$ cat src/rtl/mtr_pkg.sv
`timescale 1ns/1ps
package mtr_pkg;
  localparam int TYPE_W     = 8;
  localparam int PAGE_SHIFT = 12;
  localparam int FIX_REGS   = 11;
  localparam int FIX_TOP    = 20;
  localparam int TOM2_W     = 48;
  localparam int TOM2_LSB   = 23;

  localparam logic [TYPE_W-1:0] MT_UC = 8'd0;
  localparam logic [TYPE_W-1:0] MT_WC = 8'd1;
  localparam logic [TYPE_W-1:0] MT_WT = 8'd4;
  localparam logic [TYPE_W-1:0] MT_WP = 8'd5;
  localparam logic [TYPE_W-1:0] MT_WB = 8'd6;

  function automatic logic [TYPE_W-1:0] mt_clean(input logic [TYPE_W-1:0] t);
    case (t)
      MT_UC, MT_WC, MT_WT, MT_WP, MT_WB: mt_clean = t;
      default:                           mt_clean = MT_UC;
    endcase
  endfunction

  function automatic logic [TYPE_W-1:0] mt_merge(input logic [TYPE_W-1:0] a_in,
                                                 input logic [TYPE_W-1:0] b_in);
    logic [TYPE_W-1:0] a, b;
    a = mt_clean(a_in);
    b = mt_clean(b_in);
    if (a == MT_UC || b == MT_UC)
      mt_merge = MT_UC;
    else if ((a == MT_WB && b == MT_WT) || (a == MT_WT && b == MT_WB))
      mt_merge = MT_WT;
    else if (a != b)
      mt_merge = MT_UC;
    else
      mt_merge = a;
  endfunction
endpackage

$ cat src/rtl/mtr_cfg_regs.sv
`timescale 1ns/1ps
module mtr_cfg_regs
  import mtr_pkg::*;
#(
  parameter int ADDR_W  = 40,
  parameter int NUM_VAR = 8,
  parameter int IDX_W   = 6,
  parameter int VAR_IDX = 16,
  parameter int DEF_IDX = 32,
  parameter int TM2_IDX = 33
) (
  input  logic                              clk,
  input  logic                              rst,
  input  logic                              wr_en,
  input  logic [IDX_W-1:0]                  wr_idx,
  input  logic [63:0]                       wr_data,
  output logic [FIX_REGS-1:0][63:0]         fix_q,
  output logic [NUM_VAR-1:0][ADDR_W-1:0]    vbase_q,
  output logic [NUM_VAR-1:0][ADDR_W-1:0]    vmask_q,
  output logic [NUM_VAR-1:0][TYPE_W-1:0]    vtype_q,
  output logic [NUM_VAR-1:0]                vact_q,
  output logic [TYPE_W-1:0]                 def_type_q,
  output logic                              glob_en_q,
  output logic                              fix_en_q,
  output logic [TOM2_W-1:0]                 tom2_q
);
  localparam int PG_W = ADDR_W - PAGE_SHIFT;

  for (genvar r = 0; r < FIX_REGS; r++) begin : g_fix
    always_ff @(posedge clk) begin
      if (rst)
        fix_q[r] <= '0;
      else if (wr_en && wr_idx == IDX_W'(r))
        fix_q[r] <= wr_data;
    end
  end

  for (genvar k = 0; k < NUM_VAR; k++) begin : g_var
    always_ff @(posedge clk) begin
      if (rst) begin
        vbase_q[k] <= '0;
        vtype_q[k] <= MT_UC;
        vmask_q[k] <= '0;
        vact_q[k]  <= 1'b0;
      end else if (wr_en) begin
        if (wr_idx == IDX_W'(VAR_IDX + 2*k)) begin
          vbase_q[k] <= {wr_data[ADDR_W-1:PAGE_SHIFT], {PAGE_SHIFT{1'b0}}};
          vtype_q[k] <= wr_data[TYPE_W-1:0];
        end
        if (wr_idx == IDX_W'(VAR_IDX + 2*k + 1)) begin
          vmask_q[k] <= {wr_data[ADDR_W-1:PAGE_SHIFT], {PAGE_SHIFT{1'b0}}};
          vact_q[k]  <= wr_data[11];
        end
      end
    end
  end

  always_ff @(posedge clk) begin
    if (rst) begin
      def_type_q <= MT_UC;
      glob_en_q  <= 1'b0;
      fix_en_q   <= 1'b0;
      tom2_q     <= '0;
    end else if (wr_en) begin
      if (wr_idx == IDX_W'(DEF_IDX)) begin
        def_type_q <= wr_data[TYPE_W-1:0];
        fix_en_q   <= wr_data[10];
        glob_en_q  <= wr_data[11];
      end
      if (wr_idx == IDX_W'(TM2_IDX))
        tom2_q <= {wr_data[TOM2_W-1:TOM2_LSB], {TOM2_LSB{1'b0}}};
    end
  end

  logic [PG_W-1:0] unused_pg;
  assign unused_pg = '0;
endmodule

$ cat src/rtl/mtr_fixed_lookup.sv
`timescale 1ns/1ps
module mtr_fixed_lookup
  import mtr_pkg::*;
#(
  parameter int ADDR_W = 40
) (
  input  logic [ADDR_W-1:PAGE_SHIFT]  pg_addr,
  input  logic [FIX_REGS-1:0][63:0]   fix_q,
  output logic                        in_low,
  output logic [TYPE_W-1:0]           fix_type
);
  logic [6:0]  ent;
  logic [63:0] word;

  assign in_low = (pg_addr[ADDR_W-1:FIX_TOP] == '0);

  always_comb begin
    if (!pg_addr[19])
      ent = {4'd0, pg_addr[18:16]};
    else if (!pg_addr[18])
      ent = 7'd8 + {3'd0, pg_addr[17:14]};
    else
      ent = 7'd24 + {1'b0, pg_addr[17:12]};
  end

  always_comb begin
    word = '0;
    for (int r = 0; r < FIX_REGS; r++)
      if (ent[6:3] == 4'(r)) word = fix_q[r];
  end

  assign fix_type = word[ent[2:0]*8 +: 8];
endmodule

$ cat src/rtl/mtr_var_lookup.sv
`timescale 1ns/1ps
module mtr_var_lookup
  import mtr_pkg::*;
#(
  parameter int ADDR_W  = 40,
  parameter int NUM_VAR = 8
) (
  input  logic [ADDR_W-1:0]                addr,
  input  logic [NUM_VAR-1:0][ADDR_W-1:0]   vbase_q,
  input  logic [NUM_VAR-1:0][ADDR_W-1:0]   vmask_q,
  input  logic [NUM_VAR-1:0][TYPE_W-1:0]   vtype_q,
  input  logic [NUM_VAR-1:0]               vact_q,
  output logic                             var_any,
  output logic [TYPE_W-1:0]                var_type
);
  logic [NUM_VAR-1:0] hit;

  for (genvar k = 0; k < NUM_VAR; k++) begin : g_hit
    assign hit[k] = vact_q[k] && (((addr ^ vbase_q[k]) & vmask_q[k]) == '0);
  end

  always_comb begin
    var_any  = 1'b0;
    var_type = MT_UC;
    for (int k = 0; k < NUM_VAR; k++) begin
      if (hit[k]) begin
        var_type = var_any ? mt_merge(var_type, vtype_q[k]) : mt_clean(vtype_q[k]);
        var_any  = 1'b1;
      end
    end
  end
endmodule

$ cat src/rtl/mtr_resolver.sv
`timescale 1ns/1ps
module mtr_resolver
  import mtr_pkg::*;
#(
  parameter int ADDR_W    = 40,
  parameter int NUM_VAR   = 8,
  parameter bit HAS_FIXED = 1'b1,
  parameter int VAR_IDX   = 16,
  parameter int DEF_IDX   = VAR_IDX + 2*NUM_VAR,
  parameter int TM2_IDX   = DEF_IDX + 1,
  parameter int IDX_W     = $clog2(TM2_IDX + 1)
) (
  input  logic              clk,
  input  logic              rst,
  input  logic              wr_en,
  input  logic [IDX_W-1:0]  wr_idx,
  input  logic [63:0]       wr_data,
  input  logic              lk_valid,
  input  logic [ADDR_W-1:0] lk_addr,
  output logic              res_valid,
  output logic [7:0]        res_type
);
  localparam int HI_LSB = 32;

  logic [FIX_REGS-1:0][63:0]       fix_q;
  logic [NUM_VAR-1:0][ADDR_W-1:0]  vbase_q, vmask_q;
  logic [NUM_VAR-1:0][TYPE_W-1:0]  vtype_q;
  logic [NUM_VAR-1:0]              vact_q;
  logic [TYPE_W-1:0]               def_type_q;
  logic                            glob_en_q, fix_en_q;
  logic [TOM2_W-1:0]               tom2_q;

  mtr_cfg_regs #(
    .ADDR_W(ADDR_W), .NUM_VAR(NUM_VAR), .IDX_W(IDX_W),
    .VAR_IDX(VAR_IDX), .DEF_IDX(DEF_IDX), .TM2_IDX(TM2_IDX)
  ) u_regs (
    .clk(clk), .rst(rst), .wr_en(wr_en), .wr_idx(wr_idx), .wr_data(wr_data),
    .fix_q(fix_q), .vbase_q(vbase_q), .vmask_q(vmask_q), .vtype_q(vtype_q),
    .vact_q(vact_q), .def_type_q(def_type_q), .glob_en_q(glob_en_q),
    .fix_en_q(fix_en_q), .tom2_q(tom2_q)
  );

  logic              in_low;
  logic [TYPE_W-1:0] fix_type;
  logic              fix_take;

  if (HAS_FIXED) begin : g_fixed
    mtr_fixed_lookup #(.ADDR_W(ADDR_W)) u_fix (
      .pg_addr(lk_addr[ADDR_W-1:PAGE_SHIFT]), .fix_q(fix_q),
      .in_low(in_low), .fix_type(fix_type)
    );
    assign fix_take = fix_en_q && in_low;
  end else begin : g_nofixed
    assign in_low   = 1'b0;
    assign fix_type = MT_UC;
    assign fix_take = 1'b0;
  end

  logic              var_any;
  logic [TYPE_W-1:0] var_type;

  mtr_var_lookup #(.ADDR_W(ADDR_W), .NUM_VAR(NUM_VAR)) u_var (
    .addr(lk_addr), .vbase_q(vbase_q), .vmask_q(vmask_q), .vtype_q(vtype_q),
    .vact_q(vact_q), .var_any(var_any), .var_type(var_type)
  );

  logic [TOM2_W-1:0] addr_x;
  logic              tom2_hit;
  assign addr_x   = TOM2_W'(lk_addr);
  assign tom2_hit = (tom2_q != '0) && (lk_addr[ADDR_W-1:HI_LSB] != '0) && (addr_x < tom2_q);

  logic [TYPE_W-1:0] resolved;
  always_comb begin
    if (!glob_en_q)
      resolved = MT_UC;
    else if (fix_take)
      resolved = mt_clean(fix_type);
    else if (tom2_hit)
      resolved = MT_WB;
    else if (var_any)
      resolved = var_type;
    else
      resolved = mt_clean(def_type_q);
  end

  always_ff @(posedge clk) begin
    if (rst) begin
      res_valid <= 1'b0;
      res_type  <= MT_UC;
    end else begin
      res_valid <= lk_valid;
      if (lk_valid)
        res_type <= resolved;
    end
  end
endmodule

$ cat config.mk
export PLATFORM = sky130hd
export DESIGN_NAME = mtr_resolver
export DESIGN_NICKNAME = d
export VERILOG_FILES = /design/src/rtl/mtr_pkg.sv /design/src/rtl/mtr_cfg_regs.sv /design/src/rtl/mtr_fixed_lookup.sv /design/src/rtl/mtr_var_lookup.sv /design/src/rtl/mtr_resolver.sv
export SDC_FILE = /design/constraint.sdc
export NUM_CORES = 2
export LEC_CHECK = 0
export BUFFER_PORTS_ARGS = -buffer_cell sky130_fd_sc_hd__clkbuf_2
export CAP_MARGIN = 5
export CORE_MARGIN = 2
export CORE_UTILIZATION = 60
export CTS_BUF_LIST = sky130_fd_sc_hd__clkbuf_4 sky130_fd_sc_hd__clkbuf_8
export DETAILED_ROUTE_END_ITERATION = 10
export GPL_ROUTABILITY_DRIVEN = 0
export GPL_TIMING_DRIVEN = 0
export PLACE_DENSITY = 0.74
export SETUP_SLACK_MARGIN = 0.1
export SYNTH_ARGS = -nofsm -noshare
export SYNTH_HDL_FRONTEND = slang
export SYNTH_SLANG_ARGS = --single-unit
$ cat constraint.sdc
create_clock -name clk -period 9.8 [get_ports clk]
set_input_delay 0.49 -clock clk [delete_from_list [all_inputs] [get_ports clk]]
set_output_delay 0.49 -clock clk [all_outputs]
set_load 0.03 [all_outputs]
=== Word-level counts from Yosys, hierarchy flattened ===
Index checks and enable logic that the tools add are counted.
W data, S select, Z words.

* Bits in registers: 1268
* Input port bits: 114
* Output and inout bits: 9

* $add $sub $neg: 2
* Magnitude comparators: 1
* Equal/unequal tests: 141
* Shift-type cells: 1
* Mux-type cells: 92
* Bitwise logic cells: 16
* Reductions and logical operators: 129

{| class="wikitable"
|+ Operators by type and width
! kind !! count
|-
| $mux W64 || 11
|-
| $eq A8 B3 Y1 const B || 79
|-
| $mux W8 || 71
|-
| $and A40 B40 Y40 || 8
|-
| $logic_not A40 Y1 || 8
|-
| $xor A40 B40 Y40 || 8
|-
| $logic_not A8 Y1 || 31
|-
| $eq A8 B1 Y1 const B || 17
|-
| $eq A6 B5 Y1 const B || 16
|-
| $reduce_or A5 Y1 || 17
|-
| $shiftx A64 B7 Y8 || 1
|-
| $ne A8 B8 Y1 || 7
|-
| $lt A40 B48 Y1 || 1
|-
| $reduce_bool A48 Y1 || 1
|-
| $logic_and A1 B1 Y1 || 36
|-
| $reduce_and A2 Y1 || 18
|-
| $eq A6 B3 Y1 const B || 4
|-
| $logic_not A20 Y1 || 1
|-
| $eq A6 B4 Y1 const B || 3
|-
| $eq A4 B3 Y1 const B || 4
|-
| $logic_or A1 B1 Y1 || 14
|-
| $mux W7 || 2
|-
| $eq A4 B4 Y1 const B || 3
|-
| $eq A6 B2 Y1 const B || 2
|-
| other kinds (10) || 19
|}

=== Longest topological paths before layout ===
* Word-level depth: 86
* Depth in mapped cells: 24

=== Cells and area by module ===
A second synthesis with hierarchy kept.

* Cells, all modules: 6944
* Area, all modules: 66287.3 um2

{| class="wikitable"
|+ Modules (own cells, without submodules)
! module !! instances !! cells each !! area each (um2)
|-
| mtr_cfg_regs || 1 || 4518 || 49840.3
|-
| mtr_var_lookup || 1 || 1173 || 8245.4
|-
| mtr_fixed_lookup || 1 || 1036 || 6593.8
|-
| mtr_resolver || 1 || 217 || 1607.8
|}

=== Worst setup path after synthesis ===
OpenSTA, ideal clock, no wires.

* Path kind: input-to-reg
* From: in lk_addr[18]
* To: reg res_type[1]
* Library setup time: 69 ps
* Arrival time: 5014 ps
* Data required time: 9731 ps
* Path slack: 4718 ps
* Stages on the path: 20
* Cells stage by stage: buf_2 -> xor2_1 -> a22oi_1 -> nand4_1 -> or4_1 -> and4_2 -> or3_1 -> a21oi_1 -> a31o_2 -> nor2_1 -> o31ai_4 -> mux2_4 -> a222oi_1 -> a211oi_2 -> nor3b_2 -> mux2_4 -> o21a_1 -> o41ai_2 -> a31oi_1 -> o21ai_1

* Longest elaborated chain between the ends: 86
* Elaborated cells on any way between the ends: 226
* Those cells by class: order compare: 1; eq/ne: 63; shift: 1; mux: 76; bitwise: 16; reduce/logical: 69

{| class="wikitable"
|+ RTL lines
! element !! RTL line !! RTL
|-
| start: declaration || mtr_resolver.sv:19 || <nowiki>input logic [ADDR_W-1:0] lk_addr,</nowiki>
|-
| $xor A40 B40 Y40 || mtr_var_lookup.sv:19 || <nowiki>assign hit[k] = vact_q[k] && (((addr ^ vbase_q[k]) & vmask_q[k]) == '0);</nowiki>
|-
| $and A40 B40 Y40 || mtr_var_lookup.sv:19 ||
|-
| $logic_not A40 Y1 || mtr_var_lookup.sv:19 ||
|-
| $logic_and A1 B1 Y1 || mtr_var_lookup.sv:19 ||
|-
| $mux W8 || mtr_var_lookup.sv:26 || <nowiki>if (hit[k]) begin</nowiki>
|-
| $eq A8 B1 Y1 (tied with other cells) || mtr_pkg.sv:17 || <nowiki>case (t)</nowiki>
|-
| $reduce_or A5 Y1 || mtr_pkg.sv:17 ||
|-
| $mux W8 || mtr_pkg.sv:17 ||
|-
| [70 not listed] || - ||
|-
| $mux W8 || mtr_pkg.sv:30 || <nowiki>else if ((a == MT_WB && b == MT_WT) || (a == MT_WT && b == MT_WB))</nowiki>
|-
| $mux W8 || mtr_pkg.sv:28 || <nowiki>if (a == MT_UC || b == MT_UC)</nowiki>
|-
| $mux W8 || mtr_var_lookup.sv:27 || <nowiki>var_type = var_any ? mt_merge(var_type, vtype_q[k]) : mt_clean(vtype_q[k]);</nowiki>
|-
| $mux W8 || mtr_var_lookup.sv:26 ||
|-
| $mux W8 || mtr_resolver.sv:80 || <nowiki>else if (var_any)</nowiki>
|-
| $mux W8 || mtr_resolver.sv:78 || <nowiki>else if (tom2_hit)</nowiki>
|-
| $mux W8 (*) || mtr_resolver.sv:76 || <nowiki>else if (fix_take)</nowiki>
|-
| $mux W8 (*) || mtr_resolver.sv:74 || <nowiki>if (!glob_en_q)</nowiki>
|-
| end signal: assignment || mtr_resolver.sv:93 || <nowiki>res_type <= resolved;</nowiki>
|-
| end: declaration || mtr_resolver.sv:21 || <nowiki>output logic [7:0] res_type</nowiki>
|}

Every way passes the cells marked *; elsewhere a longest branch is shown, timed or not. The select of a mux whose other input is x is not followed.
A chain may end at the register's enable or synchronous reset.

=== Worst setup path in the final report ===
* From: in lk_addr[16]
* To: reg res_type[2]

The elaborated chain is that of the path after synthesis.

==> impl_metrics.yaml <==
outcome:
  outcome: "complete, but fails checks"
  violations: "max-capacitance violations, max-slew violations"
detailed_routing:
  first_iter_violations: 10100
  drt_pass1_iterations: 10
  drt-total-wl_um: 242000
  wl_per_cell_um: 27.1
  drcViolationCount: 0
  via_per_inst: 6.52
  vias: 58300
  ant_nets: 0
sta:
  hold_viol: 0
  relSlewSlack_pct: -8.97
  fmax_ghz: 0.112
  max_slew.worst_pin.slew_ps: 1630
  finClkSkew_ps: 48.9
  rsz0062_at_grt: "no"
  finalCriticalPeriod_ps: 8940
  setup_viol: 0
  fin_setup_tns_ps: 0
  drv_slew: 97
  period_share_pct: 91.3
logic_synthesis:
  seq_area_frac_synth_pct: 46.8
  synth_edf_count: 0
  synth_nets: 7396
  netlist_area_um2: 54200
  ys_types: 83
  syn_avg_cell_area_um2: 7.46
  synth_cells: 7265
  yosys_warnings: 0
  async_reset_ff_share_pct: 0
  ys.flop_type: "dfxtp_1"
  synth-seq-cells: 1268
placement:
  dpl.hpwl_um: 164000
  port_buffers: 62
floorplan:
  ioPinCount: 123
  die_area_um2: 92700
  core_area_um2: 89700
  chipHeight_um: 305
  num_rows: 110
  start_util_pct: 60.4
  die_w_um: 305
global_routing:
  grt_max_degree: 17
  grt_antenna_before_repair: 23
  grt_pass1_vias: 52500
  grt_pass1_wl_um: 343000
  grt-ovfl-total: 0
  track_usage_pct: 50.2
run:
  maxCapViolCount: 14
clock_tree:
  clock_latency_ps: 980
  clkSlewWorstSetupHoldPaths_ps: 60
  ctsRootBufferMaster: "clkbuf_8"
  cts_made_buffers: 200
  clock_path_buffers: 3
  cts_sinks: 1268
  cts-resized-gates: 0
  htree_levels: 4
  cts_tree: "yes"
final_layout:
  syn_to_final_growth_pct: 12.7
  num-fill-cells: 7836
  post-route-util_pct: 68.0
  drive_above_1_share_pct: 6.92
  fin_nets: 7716
setup_path:
  setup.worst_path.start: "lk_addr[16]"
  critical_path_required_ps: 10660
  path_class: "input pin to flop"
  r2r_cells: 19
  crit_path_end_kind: "flop"
  cp.arrival_ps: 9810
  crit_fanout: 10
  startpoint_type: "input pin"
  r2r-start: "u_regs.vbase_q[37]"
power:
  ir_worst_vdd_uv: 156
  p_leak_nw: 20.5
  powerDensity_nw_per_um2: 178
min_path:
  holdCritStartpoint: "wr_data[17]"
  hold_depth: 3
  hold_class: "input pin to flop"
## flip-flops by register name, summed over array words and instances, names as in the netlist
signal,count
u_regs.glob_en_q,1
u_regs.def_type_q,8
u_regs.fix_en_q,1
u_regs.vact_q,8
u_regs.vbase_q,224
u_regs.vmask_q,224
res_valid,1
u_regs.fix_q,704
u_regs.tom2_q,25
u_regs.vtype_q,64
res_type,8
## critical path, cell delays in order
cell	delay [ps]
clkbuf_2	210
buf_1	1000
inv_1	110
ha_1	270
nor2b_1	140
a211oi_1	460
clkbuf_1	1180
nor3_1	130
clkbuf_1	660
clkbuf_1	670
clkbuf_1	820
a221oi_1	570
nand3_1	220
a31oi_1	830
a21oi_1	450
a221oi_1	750
nand2_1	220
a21o_1	230
a21oi_1	150
nand2_1	90
a21oi_1	120
## Yosys cell counts, drive strengths merged (25+ instances only)
cell type / number / area, µm²
clkbuf: 583 / 2190
dfxtp: 1268 / 25400
o211ai: 25 / 188
nand2: 2767 / 10400
a21oi: 1305 / 6530
a221oi: 93 / 821
nor2: 111 / 417
xor2: 226 / 1990
inv: 26 / 97.6
nand3: 75 / 375
buf: 43 / 215
a22o: 66 / 578
a22oi: 220 / 1660
nand4: 96 / 601
o21ai: 54 / 282
## layout by cell type, fill, tap and decap left out, types with 22 or more instances in the layout
cell type	n
clkbuf_2	68
clkbuf_1	577
nor2_1	104
a221oi_1	92
o211ai_1	25
a22o_1	66
mux2i_1	23
a21oi_1	1305
buf_2	22
o21ai_0	48
dlygate4sd3_1	29
nand2_1	2767
xor2_1	225
nand4_1	96
clkbuf_4	73
clkbuf_8	252
nand3_1	75
dfxtp_1	1268
inv_1	26
a22oi_1	218
## final cells by class
class / instances / area, µm² / share of cell area (%)
Antenna cell: 19 / 47.5 / 0.0779
Sequential cell: 1268 / 25400 / 41.6
Inverter: 26 / 97.6 / 0.160
Clock inverter: 35 / 239 / 0.391
Timing Repair Buffer: 118 / 972 / 1.59
Multi-Input combinational cell: 5345 / 26400 / 43.3
Clock buffer: 325 / 4020 / 6.58
Buffer: 626 / 2410 / 3.95
Tap cell: 1176 / 1470 / 2.41
## kinds of logic after synthesis
family	share of synthesized area, %
AND/OR/NAND/NOR	23.9
XOR/XNOR	3.73
buffers and inverters	4.62
flip-flops	46.8
AO/OA/AOI/OAI	20.0
adder cells (fa/ha/maj)	0.393
multiplexers	0.508
## path summary, 6_finish.rpt
check	end	slack, ps
setup / recovery	res_type[2]	860
hold / removal	u_regs.fix_q[273]	7
hold reg to reg	u_regs.tom2_q[46]	450
setup reg to reg	res_type[1]	3830
## report_power, final
part           switching (mW)  leakage, nW  internal, mW  total [mW]
combinational           0.652         8.06         0.140       0.792
sequential             0.0138         10.2          5.18        5.19
clock                    2.27         2.26          2.59        4.85
## metal layers
layer / wire [µm] / track usage, %
met5: 349 / 1.24
met4: 27000 / 45.2
met3: 37700 / 20.5
met2: 95700 / 70.2
met1: 81600 / 58.8
## stage by stage
stage	instances	instance area, µm²	total power, mW	setup slack [ps]	hold WS (ps)
final	8938	61000	10.8	855	6.56
after global routing	8926	61000	11.0	1470	77.6
after CTS	8912	60900	10.7	2360	4.75
after detailed placement	8523	56300	6.00	1430	442
after global placement	8503	56000	5.99	175	439
after floorplan	7265	54200	5.64	4720	431
## repair_timing
action / CTS / global route
buffers inserted: 0 / 0
hold buffers: 29 / 0
endpoints found under the hold margin: 48 / 0
setup endpoints to repair: 0 / 0
Note: power is estimated with default switching activity, not from simulation.
